<file path="src/rtl/spi_uart_pkg.sv">
package spi_uart_pkg;

  localparam int WORD_W = 16;
  localparam int CFG_W  = 14;
  localparam int CHAR_W = 9;

  typedef enum logic [1:0] {
    OP_RD_DATA = 2'b00,
    OP_RD_CFG  = 2'b01,
    OP_WR_DATA = 2'b10,
    OP_WR_CFG  = 2'b11
  } op_e;

  // configuration bits read by this block
  localparam int CB_ONE_SLOT = 13;
  localparam int CB_TXE_IRQ  = 11;
  localparam int CB_RXD_IRQ  = 10;

  // data word bit positions
  localparam int DB_LINE = 9;   // RTS out on writes, CTS in on reads
  localparam int DB_AUX  = 10;  // RTS-only on writes, framing error on reads

  typedef struct packed {
    logic       ferr;
    logic [8:0] chr;   // bit 8: parity bit, 7:0: character
  } rx_entry_t;

endpackage

</file>
<file path="src/rtl/uart_spi_shifter.sv">
module uart_spi_shifter
  import spi_uart_pkg::*;
(
  input  logic              clk,
  input  logic              rst,
  input  logic              sclk,
  input  logic              cs_n,
  input  logic              mosi,
  input  logic [1:0]        flags_in,
  input  logic [CFG_W-1:0]  payload_in,
  output logic              miso,
  output logic              frame_open,
  output logic              hdr_stb,
  output op_e               hdr_op,
  output logic              done_q,
  output logic [WORD_W-1:0] word_q
);

  localparam int CNT_W = $clog2(WORD_W + 1);
  localparam logic [CNT_W-1:0] CNT_FULL = CNT_W'(WORD_W);
  localparam logic [CNT_W-1:0] CNT_LAST = CNT_W'(WORD_W - 1);
  localparam logic [CNT_W-1:0] CNT_HDR  = CNT_W'(1);

  logic sclk_m, sclk_s, sclk_d;
  logic cs_m, cs_s, cs_d;
  logic mosi_m, mosi_s;
  logic [CNT_W-1:0]  bit_cnt;
  logic [WORD_W-2:0] rx_sr;
  logic [WORD_W-1:0] tx_sr;

  logic cs_fall, sclk_rise, sclk_fall, shift_en;

  assign cs_fall   = cs_d & ~cs_s;
  assign sclk_rise = sclk_s & ~sclk_d;
  assign sclk_fall = ~sclk_s & sclk_d;
  assign shift_en  = ~cs_s & ~cs_fall & sclk_rise & (bit_cnt != CNT_FULL);

  assign frame_open = cs_fall;
  assign hdr_stb    = shift_en & (bit_cnt == CNT_HDR);
  assign hdr_op     = op_e'({rx_sr[0], mosi_s});
  assign miso       = tx_sr[WORD_W-1];

  always_ff @(posedge clk) begin
    if (rst) begin
      sclk_m <= 1'b0; sclk_s <= 1'b0; sclk_d <= 1'b0;
      cs_m   <= 1'b1; cs_s   <= 1'b1; cs_d   <= 1'b1;
      mosi_m <= 1'b0; mosi_s <= 1'b0;
    end else begin
      sclk_m <= sclk;   sclk_s <= sclk_m; sclk_d <= sclk_s;
      cs_m   <= cs_n;   cs_s   <= cs_m;   cs_d   <= cs_s;
      mosi_m <= mosi;   mosi_s <= mosi_m;
    end
  end

  always_ff @(posedge clk) begin
    if (rst) begin
      bit_cnt <= '0;
      rx_sr   <= '0;
      tx_sr   <= '0;
      done_q  <= 1'b0;
      word_q  <= '0;
    end else begin
      done_q <= 1'b0;
      if (cs_s) begin
        bit_cnt <= '0;
        tx_sr   <= '0;
      end else if (cs_fall) begin
        bit_cnt <= '0;
        tx_sr   <= {flags_in, {CFG_W{1'b0}}};
      end else if (shift_en) begin
        rx_sr   <= {rx_sr[WORD_W-3:0], mosi_s};
        bit_cnt <= bit_cnt + 1'b1;
        if (bit_cnt == CNT_HDR)
          tx_sr[WORD_W-2:1] <= payload_in;
        if (bit_cnt == CNT_LAST) begin
          done_q <= 1'b1;
          word_q <= {rx_sr, mosi_s};
        end
      end else if (sclk_fall && bit_cnt != '0) begin
        tx_sr <= {tx_sr[WORD_W-2:0], 1'b0};
      end
    end
  end

  AST_DONE_PULSE: assert property (@(posedge clk) disable iff (rst)
    done_q |=> !done_q);
  AST_IDLE_CLEARS: assert property (@(posedge clk) disable iff (rst)
    cs_s |=> (bit_cnt == '0));
  AST_NO_DONE_IDLE: assert property (@(posedge clk) disable iff (rst)
    cs_s |=> !done_q);

endmodule

</file>
<file path="src/rtl/uart_rx_queue.sv">
module uart_rx_queue
  import spi_uart_pkg::*;
#(
  parameter int DEPTH = 16
) (
  input  logic      clk,
  input  logic      rst,
  input  logic      flush,
  input  logic      push,
  input  rx_entry_t din,
  input  logic      pop,
  input  logic      single_slot,
  output rx_entry_t head,
  output logic [$clog2(DEPTH+1)-1:0] count
);

  localparam int AW = (DEPTH > 1) ? $clog2(DEPTH) : 1;
  localparam int CW = $clog2(DEPTH + 1);
  localparam logic [CW-1:0] DEPTH_C = CW'(DEPTH);
  localparam logic [CW-1:0] ONE_C   = CW'(1);
  localparam logic [AW-1:0] LAST_A  = AW'(DEPTH - 1);

  rx_entry_t mem [DEPTH];
  logic [AW-1:0] wp, rp, wr_addr;
  logic [CW-1:0] limit;
  logic do_push, do_pop;

  function automatic logic [AW-1:0] bump(input logic [AW-1:0] p);
    return (p == LAST_A) ? '0 : p + 1'b1;
  endfunction

  assign limit   = single_slot ? ONE_C : DEPTH_C;
  assign do_pop  = pop & (count != '0) & ~flush;
  assign do_push = push & (flush | (count < limit) | do_pop);
  assign wr_addr = flush ? '0 : wp;

  always_ff @(posedge clk) begin
    if (do_push)
      mem[wr_addr] <= din;
    head <= mem[rp];
  end

  always_ff @(posedge clk) begin
    if (rst) begin
      wp    <= '0;
      rp    <= '0;
      count <= '0;
    end else if (flush) begin
      rp    <= '0;
      wp    <= do_push ? bump('0) : '0;
      count <= do_push ? ONE_C : '0;
    end else begin
      if (do_push) wp <= bump(wp);
      if (do_pop)  rp <= bump(rp);
      if (do_push && !do_pop)      count <= count + 1'b1;
      else if (do_pop && !do_push) count <= count - 1'b1;
    end
  end

  AST_COUNT_BOUND: assert property (@(posedge clk) disable iff (rst)
    count <= DEPTH_C);
  AST_FLUSH_CLEARS: assert property (@(posedge clk) disable iff (rst)
    (flush && !push) |=> (count == '0));
  AST_FULL_HOLDS: assert property (@(posedge clk) disable iff (rst)
    (push && !pop && !flush && count >= limit) |=> (count == $past(count)));
  AST_SINGLE_SLOT: assert property (@(posedge clk) disable iff (rst)
    single_slot |-> (count <= ONE_C));

endmodule

</file>
<file path="src/rtl/uart_spi_regs.sv">
module uart_spi_regs
  import spi_uart_pkg::*;
#(
  parameter int DEPTH = 16
) (
  input  logic              clk,
  input  logic              rst,
  input  logic              frame_open,
  input  logic              hdr_stb,
  input  op_e               hdr_op,
  input  logic              done_q,
  input  logic [WORD_W-1:0] word_q,
  input  logic [$clog2(DEPTH+1)-1:0] fifo_count,
  input  rx_entry_t         fifo_head,
  input  logic              cts_in,
  input  logic              tx_ready,
  output logic [1:0]        flags,
  output logic [CFG_W-1:0]  payload,
  output logic              fifo_flush,
  output logic              fifo_pop,
  output logic              fifo_single,
  output logic [CFG_W-1:0]  cfg_q,
  output logic              rts_q,
  output logic              thr_full,
  output logic [CHAR_W-1:0] thr_word,
  output logic              irq_n
);

  logic cts_m, cts_s;
  logic r_at_start;
  logic have_rx;
  op_e  done_op;
  logic commit_cfg, commit_dat, rts_only;
  logic irq_cond;

  assign have_rx    = (fifo_count != '0);
  assign flags      = {have_rx, ~thr_full};
  assign done_op    = op_e'(word_q[WORD_W-1 -: 2]);
  assign commit_cfg = done_q & (done_op == OP_WR_CFG);
  assign commit_dat = done_q & (done_op == OP_WR_DATA);
  assign rts_only   = word_q[DB_AUX];
  assign fifo_flush = commit_cfg;
  assign fifo_pop   = done_q & (done_op == OP_RD_DATA) & r_at_start;
  assign fifo_single = cfg_q[CB_ONE_SLOT];
  assign irq_cond   = (cfg_q[CB_RXD_IRQ] & have_rx) | (cfg_q[CB_TXE_IRQ] & ~thr_full);

  always_comb begin
    payload = '0;
    unique case (hdr_op)
      OP_RD_CFG:  payload = cfg_q;
      OP_RD_DATA: begin
        payload[DB_LINE] = cts_s;
        if (r_at_start) begin
          payload[DB_AUX]       = fifo_head.ferr;
          payload[CHAR_W-1:0]   = fifo_head.chr;
        end
      end
      default:    payload = '0;
    endcase
  end

  always_ff @(posedge clk) begin
    if (rst) begin
      cts_m      <= 1'b0;
      cts_s      <= 1'b0;
      r_at_start <= 1'b0;
      cfg_q      <= '0;
      rts_q      <= 1'b0;
      thr_full   <= 1'b0;
      thr_word   <= '0;
      irq_n      <= 1'b1;
    end else begin
      cts_m <= cts_in;
      cts_s <= cts_m;
      irq_n <= ~irq_cond;
      if (frame_open)
        r_at_start <= have_rx;
      if (commit_cfg)
        cfg_q <= word_q[CFG_W-1:0];
      if (commit_dat)
        rts_q <= word_q[DB_LINE];
      if (commit_dat && !rts_only && !thr_full) begin
        thr_word <= word_q[CHAR_W-1:0];
        thr_full <= 1'b1;
      end else if (thr_full && tx_ready) begin
        thr_full <= 1'b0;
      end
    end
  end

  AST_POP_NONEMPTY: assert property (@(posedge clk) disable iff (rst)
    fifo_pop |-> have_rx);
  AST_IRQ_RX: assert property (@(posedge clk) disable iff (rst)
    (cfg_q[CB_RXD_IRQ] && have_rx) |=> !irq_n);
  AST_IRQ_QUIET: assert property (@(posedge clk) disable iff (rst)
    (!cfg_q[CB_RXD_IRQ] && !cfg_q[CB_TXE_IRQ]) |=> irq_n);
  AST_TX_DROP: assert property (@(posedge clk) disable iff (rst)
    (commit_dat && thr_full && !tx_ready) |=> $stable(thr_word));
  AST_RTS_ONLY: assert property (@(posedge clk) disable iff (rst)
    (commit_dat && rts_only && !thr_full) |=> !thr_full);

endmodule

</file>
<file path="src/rtl/spi_uart_regif.sv">
module spi_uart_regif
  import spi_uart_pkg::*;
#(
  parameter int FIFO_DEPTH = 16
) (
  input  logic              clk,
  input  logic              rst,
  input  logic              spi_sclk,
  input  logic              spi_cs_n,
  input  logic              spi_mosi,
  output logic              spi_miso,
  output logic              irq_n,
  output logic [CFG_W-1:0]  line_cfg,
  output logic              rts_out,
  input  logic              cts_in,
  output logic              tx_valid,
  output logic [CHAR_W-1:0] tx_word,
  input  logic              tx_ready,
  input  logic              rx_valid,
  input  logic [CHAR_W-1:0] rx_word,
  input  logic              rx_ferr
);

  localparam int CW = $clog2(FIFO_DEPTH + 1);

  logic [1:0]        flags;
  logic [CFG_W-1:0]  payload;
  logic              frame_open, hdr_stb, done_q;
  op_e               hdr_op;
  logic [WORD_W-1:0] word_q;
  logic              fifo_flush, fifo_pop, fifo_single;
  rx_entry_t         fifo_head, fifo_din;
  logic [CW-1:0]     fifo_count;

  assign fifo_din = '{ferr: rx_ferr, chr: rx_word};

  uart_spi_shifter u_shift (
    .clk        (clk),
    .rst        (rst),
    .sclk       (spi_sclk),
    .cs_n       (spi_cs_n),
    .mosi       (spi_mosi),
    .flags_in   (flags),
    .payload_in (payload),
    .miso       (spi_miso),
    .frame_open (frame_open),
    .hdr_stb    (hdr_stb),
    .hdr_op     (hdr_op),
    .done_q     (done_q),
    .word_q     (word_q)
  );

  uart_rx_queue #(.DEPTH(FIFO_DEPTH)) u_queue (
    .clk         (clk),
    .rst         (rst),
    .flush       (fifo_flush),
    .push        (rx_valid),
    .din         (fifo_din),
    .pop         (fifo_pop),
    .single_slot (fifo_single),
    .head        (fifo_head),
    .count       (fifo_count)
  );

  uart_spi_regs #(.DEPTH(FIFO_DEPTH)) u_regs (
    .clk         (clk),
    .rst         (rst),
    .frame_open  (frame_open),
    .hdr_stb     (hdr_stb),
    .hdr_op      (hdr_op),
    .done_q      (done_q),
    .word_q      (word_q),
    .fifo_count  (fifo_count),
    .fifo_head   (fifo_head),
    .cts_in      (cts_in),
    .tx_ready    (tx_ready),
    .flags       (flags),
    .payload     (payload),
    .fifo_flush  (fifo_flush),
    .fifo_pop    (fifo_pop),
    .fifo_single (fifo_single),
    .cfg_q       (line_cfg),
    .rts_q       (rts_out),
    .thr_full    (tx_valid),
    .thr_word    (tx_word),
    .irq_n       (irq_n)
  );

endmodule

</file>
<file path="config.mk">
export PLATFORM = sky130hd
export DESIGN_NAME = spi_uart_regif
export DESIGN_NICKNAME = d
export VERILOG_FILES = /design/src/rtl/spi_uart_pkg.sv /design/src/rtl/uart_spi_shifter.sv /design/src/rtl/uart_rx_queue.sv /design/src/rtl/uart_spi_regs.sv /design/src/rtl/spi_uart_regif.sv
export SDC_FILE = /design/constraint.sdc
export NUM_CORES = 1
export LEC_CHECK = 0
export BUFFER_PORTS_ARGS = -buffer_cell sky130_fd_sc_hd__clkbuf_2
export CAP_MARGIN = 25
export CORE_ASPECT_RATIO = 0.9
export CORE_MARGIN = 5
export CORE_UTILIZATION = 60
export DETAILED_ROUTE_END_ITERATION = 8
export PLACE_DENSITY = 0.78
export SKIP_CTS_REPAIR_TIMING = 1
export SYNTH_ARGS = -nofsm -noshare
export SYNTH_HDL_FRONTEND = slang
export SYNTH_SLANG_ARGS = --single-unit
</file>
<file path="constraint.sdc">
create_clock -name clk -period 5.6 [get_ports clk]
set_input_delay 0.28 -clock clk [delete_from_list [all_inputs] [get_ports clk]]
set_output_delay 0.28 -clock clk [all_outputs]
set_load 0.03 [all_outputs]
</file>
After elaboration in Yosys (flattened, before gate mapping)

Memories as Yosys holds them, arrays and structs flattened. A register that Yosys moved wholly into a read port is not among the register bits.
Cells that the tools add are included.
Widths: inputs -> output; s select.

Reductions and logical operators: 29
Magnitude comparators: 1
Mux-type cells: 26
Equal/unequal tests: 11
Bitwise logic cells: 26
Add/subtract/negate cells: 5

Operators with widths:

| kind                | count |
|---|---|
| $mux 16             | 2 |
| $mux 14             | 2 |
| $pmux 11 s2         | 1 |
| $mux 4              | 5 |
| $mux 5              | 4 |
| $and 1x1->1         | 15 |
| $add 5x1->5 const B | 2 |
| $mux 1              | 10 |
| $reduce_bool 5->1   | 2 |
| $mux 9              | 1 |
| $add 4x1->4 const B | 2 |
| $eq 4x4->1 const B  | 2 |
| $not 1->1           | 8 |
| $reduce_bool 2->1   | 4 |
| $logic_and 1x1->1   | 6 |
| $reduce_and 2->1    | 3 |
| $reduce_bool 3->1   | 2 |
| $eq 5x1->1 const B  | 1 |
| $eq 5x4->1 const B  | 1 |
| $lt 5x5->1          | 1 |
| $ne 5x5->1 const B  | 1 |
| $sub 5x1->5 const B | 1 |
| $eq 2x2->1 const B  | 2 |
| $logic_not 1->1     | 4 |
| 12 further kinds    | 16 |

Memories kept: 1
Bits in registers: 102
Word-level logic and storage cells: 125
RAM bits: 160

Memories:

| memory      | depth | bits a word | read ports | clocked after memory_dff | wr ports | line                | text |
|---|---|---|---|---|---|---|---|
| u_queue.mem | 16    | 10          | 1          | 1                        | 1        | uart_rx_queue.sv:23 | `rx_entry_t mem [DEPTH];` |

Depth between registers and ports, before layout

Gate-level depths: netlist of run 1.

Depth after elaboration: 12
Gate-level depth with buffers: 12

By module

Synthesis of run 1 repeated with hierarchy kept, for this count alone.

Cell total of the unflattened synthesis: 841
Area, all modules: 11,095.6 um^2

Modules (own cells, without submodules):

| module           | area an instance (um^2) | cells each | instances | seq. area each (um^2) |
|---|---|---|---|---|
| uart_rx_queue    | 7,474.7                 | 418        | 1         | 5,265.0 |
| uart_spi_shifter | 2,343.5                 | 265        | 1         | 1,201.2 |
| uart_spi_regs    | 1,277.5                 | 158        | 1         | 580.6 |

Least setup slack after synthesis of run 1

OpenSTA, ideal clock, no wires.

Path kind: register -> register
Start point: register u_queue.count[0]
End point: register u_queue.count[4]
Cell stages (with the launch flop): 12
Arrival: 2.883 ns
Setup slack: 2.645 ns
Setup time: 0.072 ns
Clock period less this slack: 2.955 ns
Cells stage by stage: dfxtp_1 -> or4_1 -> buf_4 -> o221a_4 -> a21boi_2 -> ha_1 -> inv_1 -> fa_1 -> a21o_1 -> a21oi_1 -> mux2i_1 -> mux2i_1

Longest elaborated chain between the ends: 8
Elaborated cells on any way between the ends: 17
Classes of those cells: add/sub (2); order compare (1); mux (3); bitwise (5); reduce/logical (6)

Ends and longest elaborated chain:

| what                                               | line                | text |
|---|---|---|
| from (decl)                                        | uart_rx_queue.sv:14 | `output logic [$clog2(DEPTH+1)-1:0] count` |
| from (signal assigned)                             | uart_rx_queue.sv:51 | `count <= do_push ? ONE_C : '0;` |
| from (signal assigned)                             | uart_rx_queue.sv:55 | `if (do_push && !do_pop) count <= count + 1'b1;` |
| from (signal assigned)                             | uart_rx_queue.sv:56 | `else if (do_pop && !do_push) count <= count - 1'b1;` |
| branches (longest 8 deep; another with $lt 5x5->1) | -                   |  |

Parallel ways; which one is timed is not known. The select of a mux whose other input is x is not followed.
A chain may end at the register's enable or synchronous reset.

Worst setup path after layout of run 1

Start point: register u_shift.word_q[15]
End point: register u_queue.count[4]

Longest elaborated chain between the ends: 10
Elaborated cells on any way between the ends: 18
Classes of those cells: eq/ne (1); mux (2); bitwise (9); reduce/logical (6)

Ends and longest elaborated chain:

| what                                                        | line                                     | text |
|---|---|---|
| from (decl)                                                 | uart_spi_shifter.sv:16                   | `output logic [WORD_W-1:0] word_q` |
| from (signal assigned)                                      | uart_spi_shifter.sv:77                   | `word_q <= {rx_sr, mosi_s};` |
| $logic_not 2->1                                             | uart_spi_regs.sv:43                      | `assign fifo_pop = done_q & (done_op == OP_RD_DATA) & r_at_start;` |
| $and 1x1->1 (2 in series)                                   | uart_spi_regs.sv:43                      |  |
| $and 1x1->1 (2 in series)                                   | uart_rx_queue.sv:33                      | `assign do_pop = pop & (count != '0) & ~flush;` |
| $or 1x1->1                                                  | uart_rx_queue.sv:34                      | `assign do_push = push & (flush \| (count < limit) \| do_pop);` |
| $and 1x1->1                                                 | uart_rx_queue.sv:34                      |  |
| $logic_and 1x1->1 / $logic_not 1->1 (equally long branches) | uart_rx_queue.sv:55, uart_rx_queue.sv:56 |  |
| $mux 5 / $logic_and 1x1->1 (equally long branches)          | uart_rx_queue.sv:55, uart_rx_queue.sv:56 |  |
| $mux 5 / $reduce_bool 3->1 (equally long branches)          | -                                        |  |

Several ways; a longest one is shown, not always the timed one.

==> results, run 1 <==
- Data on the critical path arrives at its endpoint at 3.82 ns.
- The synthesized netlist net count is between 800 and 900.
- The wire length of the first global-routing pass is 35.1 mm.
- The largest incremental delay on the critical path is 0.70 ns.
- The portion of synthesized area spent on multiplexers is between 10% and 20%.
- The number of clock sinks is roughly 270.
- The area of the core is roughly 0.018 mm^2.
- The total power divided by cell area is ~360 mW/mm^2.
- In this run the top signal layer used is met4.
- After detailed routing, the number of remaining DRC violations is 0.
- The synthesized netlist occupies a cell area of ~0.011 mm^2.
- The routed length per instance is 20.5 um.
- The count of nets left with antenna violations once routing finished came out at 0.
- The main flop type after synthesis is sky130_fd_sc_hd__edfxtp_1.
- The die height is ~140 um.
- The category of the worst setup path capture point is a flip-flop.
- In this run the tightest slew margin relative to its limit is ~29%.
- The routed wire length is between 20 and 25 mm.
- The leftover overflow at the end of global routing is 0.
- After clock tree synthesis, the clock-pin slew on the worst setup and hold paths is 0.06 ns.
- CTS built an H-tree with a depth of 1.
- The number of endpoints failing setup at the final stage is 0.
- Setup total negative slack on the finished layout was measured at 0 ns.
- Of the total synthesized cell area, the portion taken by XOR and XNOR cells is less than 1%.
- The share of cells above drive strength 1 is approximately a fifth.
- The sequential fraction of the synthesis area is between 60% and 70%.
- The area fraction in compound gates after synthesis is 8.16%.
- 0 antenna diodes ended up in the layout.
- The maximum vdd ir drop is roughly 0.36 mV.
- Relative to the synthesized area, the layout overhead comes to 13.3%.
- Summed over all nets, wire length on met2 after detailed routing comes to 11.1 mm.
- The detailed-router iteration count before antenna repair is 5.
- Setup repair after global routing left no endpoint under its margin.
- The start-to-end type of the worst setup path is flip-flop to flip-flop.
- The post-route clock skew is approximately 0.026 ns.
- For this design the top-level I/O count stands at 45.
- The number of violations of the max-capacitance limit is 0.
- TritonCTS created 26 clock buffers.
- Detailed placement finished with a half-perimeter wire length of around 14 mm.
- The worst endpoint required time is between 6 and 7 ns.
- The routed via count is around 6500.
- Across every metal layer, demand over resource in global routing totals about 22%.
- The slowest stage of the critical path is the sky130_fd_sc_hd__nand3_1 cell.
- The TritonCTS clock tree is done.
- The number of violations reported at the end of detailed-routing iteration 0 is ~580.
- The worst hold slack is 0.0224 ns.
- The clock latency reported for the late side of the worst-skew pair is between 0.5 and 0.6 ns.
- The type of the most critical hold path is input port to flip-flop.
- Using the TritonRoute via totals, the vias-per-cell ratio works out to about 6.
- The number of hold-slack violations in the final timing report was 0.
- The clock passes through at most 3 buffers.
- Yosys printed 0 warnings.
- From left edge to right edge, the die measures around 150 um.
- Synthesis inferred 272 register bits.
- By area, the combinational part of the netlist is dominated by simple AND/OR/NAND/NOR gates.
- The pin slew with the least headroom to its limit is around 1.1 ns.
- For this block, wires on met1 add up to 9.40 mm.
- Entering global routing, the biggest net connects 73 pins.
- The initial utilization of the core area, before any placement, comes to 61.0%.
- The clock tree root driver cell is sky130_fd_sc_hd__clkbuf_16.
- In the finished design, the share of the clock period the worst path needs comes to roughly three fifths.
- The cell count after synthesis is slightly below 800.
- The peak fanout along the critical path is 20.
- The max-slew violation total from the final report is 0.
- The share of synthesized cell area in full adder, half adder and majority cells is 1.58%.
- The time the final worst path needs with I/O delays and setup is roughly 3.4 ns.
- The overall die area is between 0.02 and 0.025 mm^2.
- Wire segments on met3 add up to about 1.4 mm in the final route.
- The port buffer count is 44.
- The launching element type of the critical path is a flip-flop.
- The synthesized design contains 160 enable-type register cells.
- The static leakage is approximately 0.0041 uW.
- The via count of the first global-routing pass is approximately 6400.
- Synthesis instantiated between 60 and 70 different standard cells from the library.
- The global placement routability congestion is 0.848.
- The number of antenna violations at the first check in global routing is 0.
- The cell that appears most often on the critical path is sky130_fd_sc_hd__mux2i_1.
- The mean instance size in the synthesized netlist is ~14 um^2.
- The synthesized netlist devotes between 10 and 15% of its cell area to simple gates.
- The flow ran to the end, and the final reports show no timing, DRC or antenna violations.
- The maximum frequency from static timing analysis is about 300 MHz.
- Counting flops with an async set or reset pin after synthesis yields a share of 0%.
- The initialized floorplan defines 46 standard-cell rows.
- The number of nets at the end of the flow is between 800 and 900.
- The signal on the critical path passes through nand3_1, o221a_4, a21boi_2, ha_1, inv_1, fa_1, a21o_1, a21oi_1, mux2i_1, mux2i_1.
registers in the layout (all words and copies together) (netlist names), 4 cells and up:
name	flops
u_queue.count	5
u_queue.head	10
u_queue.mem	160
u_queue.rp	4
u_queue.wp	4
u_regs.cfg_q	14
u_regs.thr_word	9
u_shift.bit_cnt	5
u_shift.rx_sr	15
u_shift.tx_sr	15
u_shift.word_q	16
power breakdown:
part	internal (uW)	switching, uW	total [uW]
logic	133	187	319
clock network	1130	727	1850
registers	2180	50.8	2240
total	3440	965	4410
final cells by class:
| class | instances | area [um^2] |
|---|---|---|
| sequential | 272 | 7050 |
| fill | 1182 | 5460 |
| multi-input combinational | 456 | 3500 |
| clock buffer | 37 | 752 |
| timing repair buffer | 64 | 400 |
| tap | 240 | 300 |
| clock inverter | 11 | 183 |
| inverter | 8 | 30.0 |
cells by family (layout without fill, tap and decap cells):
| logic type | after synthesis | count (layout) |
|---|---|---|
| and+or+nand+nor | 243 | 243 |
| buffers and inverters | 62 | 120 |
| AOI/OAI and AO/OA | 127 | 127 |
| DFF | 272 | 272 |
| muxes | 67 | 67 |
| xor gates and xnor gates | 6 | 6 |
| adders and majority gates | 13 | 13 |
metrics by stage:
stage / total power, uW / worst slack (ns) / instances / utilization (%) / instance area (um^2)
6_report: 4410 / 2.22 / 1088 / 69.1 / 12200
5_1_grt: 4550 / 2.05 / 1088 / 69.1 / 12200
4_1_cts: 4430 / 2.27 / 1081 / 68.7 / 12100
3_5_place_dp: 2590 / 2.24 / 1033 / 63.4 / 11200
3_3_place_gp: 2560 / 2.42 / 1028 / 63.1 / 11200
2_1_floorplan: 2500 / 2.65 / 790 / - / 10800
per-layer routing:
layer / global-route usage (%) / up-vias
met5: 0 / -
met2: 36.3 / 201
met4: 5.09 / 0
met3: 3.48 / 36
li1: - / 3032
met1: 30.8 / 3253
synth_stat cells (2+ instances only):
library cell | n | area, um^2
sky130_fd_sc_hd__nor2_1 | 40 | 150
sky130_fd_sc_hd__a211oi_1 | 10 | 75.1
sky130_fd_sc_hd__o21a_1 | 2 | 15.0
sky130_fd_sc_hd__mux4_2 | 40 | 901
sky130_fd_sc_hd__dfxtp_1 | 112 | 2240
sky130_fd_sc_hd__nand2b_1 | 8 | 50.1
sky130_fd_sc_hd__clkbuf_1 | 40 | 150
sky130_fd_sc_hd__buf_4 | 4 | 30.0
sky130_fd_sc_hd__nor4_1 | 6 | 37.5
sky130_fd_sc_hd__edfxtp_1 | 160 | 4800
sky130_fd_sc_hd__a221oi_1 | 10 | 87.6
sky130_fd_sc_hd__nor4b_1 | 2 | 17.5
sky130_fd_sc_hd__a31oi_1 | 2 | 12.5
sky130_fd_sc_hd__or3_1 | 5 | 31.3
sky130_fd_sc_hd__o21ai_0 | 4 | 20.0
sky130_fd_sc_hd__nor2b_1 | 20 | 125
sky130_fd_sc_hd__nand2_1 | 102 | 383
sky130_fd_sc_hd__and2_1 | 2 | 12.5
sky130_fd_sc_hd__a21o_1 | 2 | 15.0
sky130_fd_sc_hd__a311oi_1 | 4 | 35.0
sky130_fd_sc_hd__xor2_1 | 3 | 26.3
sky130_fd_sc_hd__nor3_1 | 15 | 75.1
sky130_fd_sc_hd__ha_1 | 12 | 150
sky130_fd_sc_hd__xnor2_1 | 3 | 26.3
sky130_fd_sc_hd__mux2i_1 | 27 | 270
sky130_fd_sc_hd__a22o_1 | 9 | 78.8
sky130_fd_sc_hd__buf_2 | 8 | 40.0
sky130_fd_sc_hd__and3_1 | 3 | 18.8
sky130_fd_sc_hd__nand3_1 | 21 | 105
sky130_fd_sc_hd__or2_2 | 3 | 18.8
sky130_fd_sc_hd__o221a_1 | 2 | 22.5
sky130_fd_sc_hd__a21oi_1 | 65 | 325
sky130_fd_sc_hd__nand4_1 | 3 | 18.8
sky130_fd_sc_hd__inv_1 | 7 | 26.3
sky130_fd_sc_hd__nor3_2 | 4 | 40.0
final timing paths:
check,from,endpoint,slack (ns),cells after the start
worst min register to register,u_shift.cs_m$_SDFF_PP1_,u_shift.cs_s$_SDFF_PP1_,0.41,1
worst max register to register,u_shift.word_q[15]$_SDFFE_PP0P_,u_queue.count[4]$_SDFFE_PP0P_,2.22,10
worst min-delay path,tx_ready,u_regs.thr_full$_SDFFE_PP0P_,0.02,3
worst max-delay path,u_shift.word_q[15]$_SDFFE_PP0P_,u_queue.count[4]$_SDFFE_PP0P_,2.22,10
layout by cell type (no fill, tap or decap), types with 10 or more instances in the layout:
master	count
sky130_fd_sc_hd__a211oi_1	10
sky130_fd_sc_hd__dfxtp_1	111
sky130_fd_sc_hd__clkbuf_16	26
sky130_fd_sc_hd__mux2i_1	27
sky130_fd_sc_hd__ha_1	12
sky130_fd_sc_hd__a221oi_1	10
sky130_fd_sc_hd__clkbuf_2	44
sky130_fd_sc_hd__nand2_1	102
sky130_fd_sc_hd__nor2_1	40
sky130_fd_sc_hd__nand3_1	21
sky130_fd_sc_hd__mux4_2	40
sky130_fd_sc_hd__edfxtp_1	160
sky130_fd_sc_hd__nor2b_1	20
sky130_fd_sc_hd__buf_4	14
sky130_fd_sc_hd__a21oi_1	65
sky130_fd_sc_hd__nor3_1	15
critical path: cells and delay by family, from the launching register on:
| kind | cells | cell delay [ns] |
|---|---|---|
| DFF | 1 | 0.39 |
| and+or+nand+nor | 1 | 0.70 |
| AOI/OAI and AO/OA | 4 | 0.99 |
| buffers and inverters | 1 | 0.12 |
| adders and majority gates | 2 | 0.64 |
| muxes | 2 | 0.44 |
Power figures use the tool's default switching activity.
==> run 2: changes to the inputs <==
--- a/config.mk
+++ b/config.mk
@@ -9,9 +9,9 @@
 export CAP_MARGIN = 25
 export CORE_ASPECT_RATIO = 0.9
 export CORE_MARGIN = 5
-export CORE_UTILIZATION = 60
+export CORE_UTILIZATION = 55
 export DETAILED_ROUTE_END_ITERATION = 8
-export PLACE_DENSITY = 0.78
+export PLACE_DENSITY = 0.75
 export SKIP_CTS_REPAIR_TIMING = 1
 export SYNTH_ARGS = -nofsm -noshare
 export SYNTH_HDL_FRONTEND = slang
==> constraint.sdc (replaced) <==
create_clock -name clk -period 2.8 [get_ports clk]
set_input_delay 0.14 -clock clk [delete_from_list [all_inputs] [get_ports clk]]
set_output_delay 0.14 -clock clk [all_outputs]
set_load 0.03 [all_outputs]
==> results, run 2 (same netlist as run 1, synthesis figures left out) <==
- The run finished, with violations left.
- The final reports fail on hold timing.
- The number of flip-flops in the largest register is 160.
- The share of power burned in the clock network is roughly two fifths.
- In the layout the commonest cells are sky130_fd_sc_hd__edfxtp_1 (160), sky130_fd_sc_hd__dfxtp_1 (110), sky130_fd_sc_hd__nand2_1 (102), sky130_fd_sc_hd__a21oi_1 (64), sky130_fd_sc_hd__clkbuf_2 (45).
- The die covers ~0.023 mm^2.
- The TritonCTS clock tree is done.
- The HPWL after detailed placement is approximately 16 mm.
- Clock tree synthesis inserted a total of 27 buffers.
- The net switching power is ~2000 uW.
- The leading cell type in the layout, fill and taps excluded is sky130_fd_sc_hd__edfxtp_1.
- Counting cells, the worst reg-to-reg path comes to 10.
- The port buffer count is 44.
- The maximum vdd ir drop is between 0.6 and 0.7 mV.
- Data arrives at the worst endpoint at between 3 and 4 ns.
- After layout, the worst path uses slightly below 100% of the clock period.
- The number of hold-slack violations in the final timing report came to 1.
- 45 I/O pins were placed.
- Clock-pin slew was measured on the worst setup and hold paths at roughly 0.070 ns.
- The initialized floorplan defines 48 standard-cell rows.
- The pin slew with the least headroom to its limit is approximately 1.0 ns.
- The worst pin sits at a relative slew slack of about 32%.
- The number of endpoints failing setup at the final stage is 0.
- For this block, the initial DRC count from the detailed router was 719.
- STA classifies the critical path startpoint as a flip-flop.
- Dividing the detail-routed wire length by the instance count gives around 22 um.
- The peak fanout along the critical path is 4.
- The number of antenna diodes in the final layout is 0.
- The horizontal die dimension is approximately 160 um.
- The share of cells above drive strength 1 is between 20% and 30%.
- The global placement routability congestion is 0.866.
- In this run the critical register-to-register path is launched from u_queue.count[2]$_SDFFE_PP0P_.
- The layout overhead on the synthesized area is 16.1%.
- Power spread over the standard cell area amounts to a little over 700 mW/mm^2.
- The register share of total power is just under 50%.
- Across every metal layer, demand over resource in global routing totals between 20 and 25%.
- For flop-to-flop paths, the worst setup slack is ~0.057 ns.
- After detailed routing, the number of remaining DRC violations is 0.
- Internal power comes to ~7000 uW.
- The max-slew violation total from the final report was 0.
- The worst hold path was traced through 3 stages.
- The filler cells instantiated in the layout total 1341.
- Wires add up to ~24 mm.
- The core region is between 0.015 and 0.02 mm^2.
- In this run the worst hold path is classified as input port to flip-flop.
- Summing over every cut layer, the via total after detailed routing is between 6000 and 7000.
- Entering global routing, the biggest net connects 46 pins.
- The clock passes through at most 3 buffers.
- The via count of the first global-routing pass is between 6000 and 7000.
- Combinational logic burns a little under a tenth of the power.
- The post-route clock skew is 0.0101 ns.
- The worst hold path terminates at u_queue.count[0]$_SDFFE_PP0P_.
- The number of clock sinks is about 270.
- The number of nets with antenna violations after detailed routing is 0.
- The worst endpoint required time is approximately 3.3 ns.
- The final core area utilization is between 60% and 70%.
- The worst register-to-register path ends at u_queue.count[4]$_SDFFE_PP0P_.
- Tracing the worst setup path back leads to its startpoint at u_queue.count[2]$_SDFFE_PP0P_.
- In this run the vertical extent of the chip is 143 um.
- The maximum level of the CTS H-tree is 1.
- The total overflow left after global routing is 0.
- The initial core utilization is around 56%.
- By startpoint and endpoint, the worst setup path is classified as flip-flop to flip-flop.
- Setup repair after global routing could not meet its margin everywhere.
- The switching share of total power is between 20% and 30%.
- The final cell count without fillers is around 1100.
- In the final layout, the registers with the most flip-flops are u_queue.mem (160), u_shift.word_q (16).
- Hold timing on the final database bottoms out at a slack of -0.00553 ns.
- The startpoint identified for the worst hold timing path is rx_valid.
- The analysis attributes to cell leakage a power of about 0.0042 uW.
- Once placement completed, the tool counted placed cells totaling approximately 1100.
- The maximum frequency from static timing analysis is 365 MHz.
- The number of nets at the end of the flow is around 890.
- The first detailed-routing pass ran for 5 iterations.
- The first global-routing pass estimated 38.7 mm of wire.
- The average via count per standard cell is 6.09.
- The area of combinational cells with multiple inputs is around 0.0035 mm^2.
- The clock latency reported for the late side of the worst-skew pair is approximately 0.53 ns.
- The sequential standard cell area is about 0.0070 mm^2.
- STA classifies the critical path endpoint as a flip-flop.
- The time the final worst path needs with I/O delays and setup is around 2.7 ns.
- The clock tree root driver cell is sky130_fd_sc_hd__clkbuf_16.
- The number of antenna violations at the first check in global routing is 0.
- More flip-flops sit in one register than any other, and that register is u_queue.mem.
- The number of violations of the max-capacitance limit is 0.
run 2: metrics by stage:
stage	worst slack [ns]	TNS (ns)	power (uW)	instance area, um^2
final	0.0574	0	8980	12500
after global routing	-0.0441	-0.0441	9300	12500
after CTS	-0.0529	-0.101	8970	12400
after detailed placement	-0.0479	-0.0562	5300	11500
after global placement	0.0347	0	5230	11500
after floorplan	-0.0289	-1.47	5010	10800
run 2: routing by layer:
metal	track usage [%]	vias up	part of all wire, %	wire, um
li1	-	3096	-	-
met1	32.4	3409	43	10400
met2	35.3	323	48	11600
met3	3.52	42	7.5	1820
met4	4.93	0	2.2	535
met5	0	-	0	0
run 2: worst max path at each step:
stage,end,slack (ns)
after global placement,u_queue.count[4]$_SDFFE_PP0P_,0.03
after CTS,u_queue.count[3]$_SDFFE_PP0P_,-0.05
after detailed placement,u_queue.count[3]$_SDFFE_PP0P_,-0.05
final,u_queue.count[4]$_SDFFE_PP0P_,0.06
after global routing,u_queue.count[4]$_SDFFE_PP0P_,-0.04
after floorplan,u_queue.mem[1][0]$_DFFE_PP_,-0.03
run 2: power groups by stage:
| stage | Clock [uW] | Sequential [uW] | Combinational (uW) |
|---|---|---|---|
| 2_1_floorplan | 0 | 4510 | 501 |
| 3_3_place_gp | 0 | 4520 | 714 |
| 3_5_place_dp | 0 | 4530 | 768 |
| 4_1_cts | 3750 | 4440 | 773 |
| 5_1_grt | 3950 | 4450 | 895 |
| 6_report | 3710 | 4440 | 832 |
run 2: cell type report:
cell class	count	share of cell area (%)
inverter	8	0.260
sequential	272	56.3
multi-input combinational	456	28.3
tap	250	2.50
timing repair buffer	93	5.20
clock buffer	36	6.26
clock inverter	13	1.16
run 2: worst max-delay path, cell delays in order, from the launching register on:
cell and delay [ns]:
sky130_fd_sc_hd__dfxtp_2 0.32, sky130_fd_sc_hd__or4_4 0.57, sky130_fd_sc_hd__o221a_4 0.26, sky130_fd_sc_hd__a21boi_4 0.18, sky130_fd_sc_hd__ha_4 0.17, sky130_fd_sc_hd__inv_4 0.04
sky130_fd_sc_hd__fa_2 0.35, sky130_fd_sc_hd__a21o_1 0.20, sky130_fd_sc_hd__a21oi_2 0.14, sky130_fd_sc_hd__mux2i_1 0.25, sky130_fd_sc_hd__mux2i_1 0.20
